### config.mk
export PLATFORM = sky130hd
export DESIGN_NAME = bl_sram_wrtrack
export DESIGN_NICKNAME = d
export VERILOG_FILES = /design/src/rtl/bl_sram_pkg.sv /design/src/rtl/bl_sram_wrtrack.sv
export SDC_FILE = /design/constraint.sdc
export NUM_CORES = 1
export LEC_CHECK = 0
export CELL_PAD_IN_SITES_DETAIL_PLACEMENT = 0
export CELL_PAD_IN_SITES_GLOBAL_PLACEMENT = 1
export CORE_AREA = 5 5 80 82
export DETAILED_ROUTE_END_ITERATION = 12
export DIE_AREA = 0 0 85 87
export DONT_BUFFER_PORTS = 1
export HOLD_SLACK_MARGIN = 0.05
export MAX_ROUTING_LAYER = met4
export PLACE_DENSITY_LB_ADDON = 0.1
export RECOVER_POWER = 100
export SLEW_MARGIN = 15
export SYNTH_ARGS = -nofsm -noshare
export SYNTH_HDL_FRONTEND = slang
export SYNTH_SLANG_ARGS = --single-unit
### constraint.sdc
create_clock -name clk -period 0.9 [get_ports clk]
set_input_delay 0.09 -clock clk [delete_from_list [all_inputs] [get_ports clk]]
set_output_delay 0.09 -clock clk [all_outputs]
set_load 0.02 [all_outputs]
### src/rtl/bl_sram_pkg.sv
package bl_sram_pkg;

    localparam int LANES = 2;

    typedef enum logic [1:0] {
        MD_DESEL  = 2'd0,
        MD_READ   = 2'd1,
        MD_OUTOFF = 2'd2,
        MD_WRITE  = 2'd3
    } mode_e;

    typedef struct packed {
        logic sel_n;
        logic sel;
        logic wr_n;
        logic drv_n;
        logic hi_n;
        logic lo_n;
    } ctrl_t;

    localparam ctrl_t CTRL_IDLE = '{sel_n: 1'b1, sel: 1'b0, wr_n: 1'b1,
                                    drv_n: 1'b1, hi_n: 1'b1, lo_n: 1'b1};

endpackage

### src/rtl/bl_sram_wrtrack.sv
module bl_sram_wrtrack
    import bl_sram_pkg::*;
#(
    parameter int AW = 10,
    parameter int DW = 16
) (
    input  logic             clk,
    input  logic             rst_n,
    input  logic             win,
    input  logic [AW-1:0]    addr,
    input  logic [DW-1:0]    data,
    input  logic [LANES-1:0] mask,
    output logic             commit,
    output logic [AW-1:0]    c_addr,
    output logic [DW-1:0]    c_data,
    output logic [LANES-1:0] c_mask
);

    typedef struct packed {
        logic             open;
        logic [AW-1:0]    addr;
        logic [DW-1:0]    data;
        logic [LANES-1:0] mask;
    } trk_t;

    trk_t trk_d, trk_q;

    always_comb begin
        trk_d = trk_q;
        if (win) begin
            trk_d.open = 1'b1;
            trk_d.addr = addr;
            trk_d.data = data;
            trk_d.mask = mask;
        end else begin
            trk_d.open = 1'b0;
        end
    end

    always_ff @(posedge clk) begin
        if (!rst_n) begin
            trk_q <= '0;
        end else begin
            trk_q <= trk_d;
        end
    end

    assign commit = trk_q.open && !win;
    assign c_addr = trk_q.addr;
    assign c_data = trk_q.data;
    assign c_mask = trk_q.mask;

endmodule

==> flow_metrics.py <==
metrics = {
    "drt": {
        "remaining_drc_errors": 0,
        "routed_wl_um": 2360,
        "drtAntennaViolNets": 0,
        "drt-initial-drc-count": 18,
        "num_vias": 739,
        "first_pass_iters": 2,
        "viasPerCell": 3.71,
        "wl_per_cell_um": 11.9,
    },
    "logic_synthesis": {
        "syn_inst": 122,
        "synth.distinct_cells": 9,
        "ys_seq_elements": 29,
        "synth_nets": 153,
        "synth.avg_cell_area_um2": 11.0,
        "yosys_warnings": 0,
        "synth.cell_area_um2": 1340,
        "yosysSeqAreaShare_pct": 43.2,
    },
    "finish": {
        "drive_gt1_share_pct": 29.8,
        "area_delta_synth_final_pct": 6.33,
        "final_util_pct": 25.2,
        "n_antenna_cell": 0,
        "nNetsFinal": 155,
        "layout_common_cells": "28 x mux2i_1, 28 x nor2b_1, 28 x dfxtp_1",
    },
    "die": {
        "fp.dieW_um": 85,
        "rows": 28,
        "dieArea_um2": 7400,
        "floorplan.initialDensity_pct": 23.7,
        "top_level_ports": 60,
        "core_area_um2": 5680,
        "die_h_um": 87,
    },
    "global_route": {
        "grt_use_met2_pct": 10.8,
        "grt_pass1_vias": 795,
        "gr-usage-met1_pct": 6.82,
        "track_usage_pct": 6.98,
        "grt_overflow_total": 0,
        "grt_pass1_wl_um": 3710,
        "grt_max_degree": 31,
        "grt_antenna_before_repair": 0,
        "grtUsageMet3_pct": 4.16,
        "busiest_layer": "met2",
    },
    "place": {
        "gp_congestion": 0.646,
        "port_buffers": 0,
    },
    "outcome": {
        "violations": "negative hold slack, negative setup slack",
        "status": "complete, but fails checks",
    },
    "clocking": {
        "clock_sinks": 29,
        "numCtsBuffers": 5,
        "clock_path_buffers": 2,
        "cts_tree": "yes",
        "clock_latency_ps": 270,
        "cts-root-buf": "clkbuf_8",
        "path_clk_slew_ps": 60,
        "hold_buffers": 1,
        "cts_setup_buffers": 0,
        "cts_max_level": 2,
    },
    "worst_setup_path": {
        "path_cells": "nor2b_4 > buf_6",
        "crit_required_ps": 810,
        "crit_path_top_delay_cell": "dfxtp_2",
        "path_max_fanout": 1,
        "arrival_ps": 820,
        "end_kind": "output port",
        "critPathKind": "reg2out",
        "startpoint_type": "flop",
        "max_stage_delay_ps": 310,
    },
    "pwr": {
        "leakage_nw": 0.657,
        "switchingPower_w": 0.000629,
        "combPwrFrac_pct": 11.9,
        "power_density_nw_per_um2": 1930,
        "seqPwrFrac_pct": 50.5,
        "clkPwrFrac_pct": 37.5,
        "peakVddDrop_uv": 521,
        "p_int_w": 0.00214,
        "finalPower_w": 0.00276,
        "switching_share_pct": 22.7,
    },
    "sta": {
        "worst_slack_ps": -9.75,
        "setup_viol": 1,
        "worst_hold_slack_ps": -56.1,
        "worst-slew-pin-transition_ps": 146,
        "final.min_clock_period_ps": 910,
        "relSlewSlack_pct": 90.0,
        "rsz0062_at_grt": "true",
        "skew_ps": 0,
        "slew_viol_final": 0,
        "final_hold_viol_count": 28,
        "fmax_ghz": 1.10,
        "post-route-period-util_pct": 101,
    },
    "job": {
        "maxCapViolations": 0,
    },
    "hold_path": {
        "hold_class": "in2reg",
    },
}
## cells in the mapped netlist
| cell | count | share of area, % |
|---|---|---|
| dfxtp_1 | 29 | 43 |
| nor2b_1 | 29 | 14 |
| buf_4 | 28 | 16 |
| mux2i_1 | 28 | 21 |
| buf_12 | 3 | 4.5 |
| buf_2 | 2 | 0.74 |
| and2_1 | 1 | 0.47 |
| buf_6 | 1 | 0.84 |
| clkbuf_1 | 1 | 0.28 |
## cells by family (layout without fill, tap and decap cells)
kind of cell | count (synthesis) | count (layout) | synth area share (%)
buf+inv | 35 | 37 | 22.0
flops | 29 | 29 | 43.2
mux | 28 | 28 | 20.9
simple gates | 30 | 30 | 14.0
## worst paths after layout
| path | from | to | slack [ps] | cells after the start |
|---|---|---|---|---|
| worst max-delay path | trk_q[28] | commit | -10 | 2 |
| worst min-delay path | rst_n | c_data[7] | -60 | 1 |
| worst max register to register | c_addr[2] | c_addr[2] | 280 | 2 |
| worst min register to register | c_addr[0] | c_addr[0] | 510 | 2 |
## metrics by stage
step                TNS, ps  area (um2)  worst slack (ps)  std cells  hold WS [ps]
finish                -9.75        1430             -9.75        199         -56.1
global route          -64.8        1430             -56.4        199         -75.2
CTS                   -55.8        1460             -55.8        199         -68.7
detailed placement        0        1360               252        191           224
global placement          0        1360               264        191           222
floorplan                 0        1340               152        122           259
## cell type report
| type | count | area [um2] |
|---|---|---|
| Multi-Input combinational cell | 58 | 475 |
| Timing Repair Buffer | 30 | 191 |
| Clock buffer | 7 | 86.3 |
| Fill cell | 651 | 4250 |
| Tap cell | 75 | 93.8 |
| Sequential cell | 29 | 582 |
## metal layers
| metal | part of all wire [%] | vias to the layer above |
|---|---|---|
| met5 | 0 | - |
| met4 | 2.4 | 0 |
| met3 | 9.9 | 6 |
| met2 | 47 | 35 |
| met1 | 40 | 335 |
| li1 | - | 363 |
## flip-flops by register name (all words and copies together), names as in the netlist
register	flops
c_mask	2
c_addr	10
trk_q	1
c_data	16
## worst max-delay path, delay by kind of cell, from the launching register on
family	cells	cell delay, ps
flip-flops	1	310
buffers and inverters	1	110
AND/OR/NAND/NOR	1	120
## power groups by stage
stage	combinational, W	clock, W	sequential, W
floorplan	0.000397	0	0.00142
global placement	0.000350	0	0.00142
detailed placement	0.000354	0	0.00143
CTS	0.000356	0.00111	0.00140
global route	0.000356	0.00117	0.00141
finish	0.000330	0.00104	0.00140
## repair_timing
action,4_1_cts,5_1_grt
setup endpoints to repair,1,3
pin swaps,0,0
gates resized for setup,0,6
hold endpoints to repair,29,28
Power figures use the tool's default switching activity.
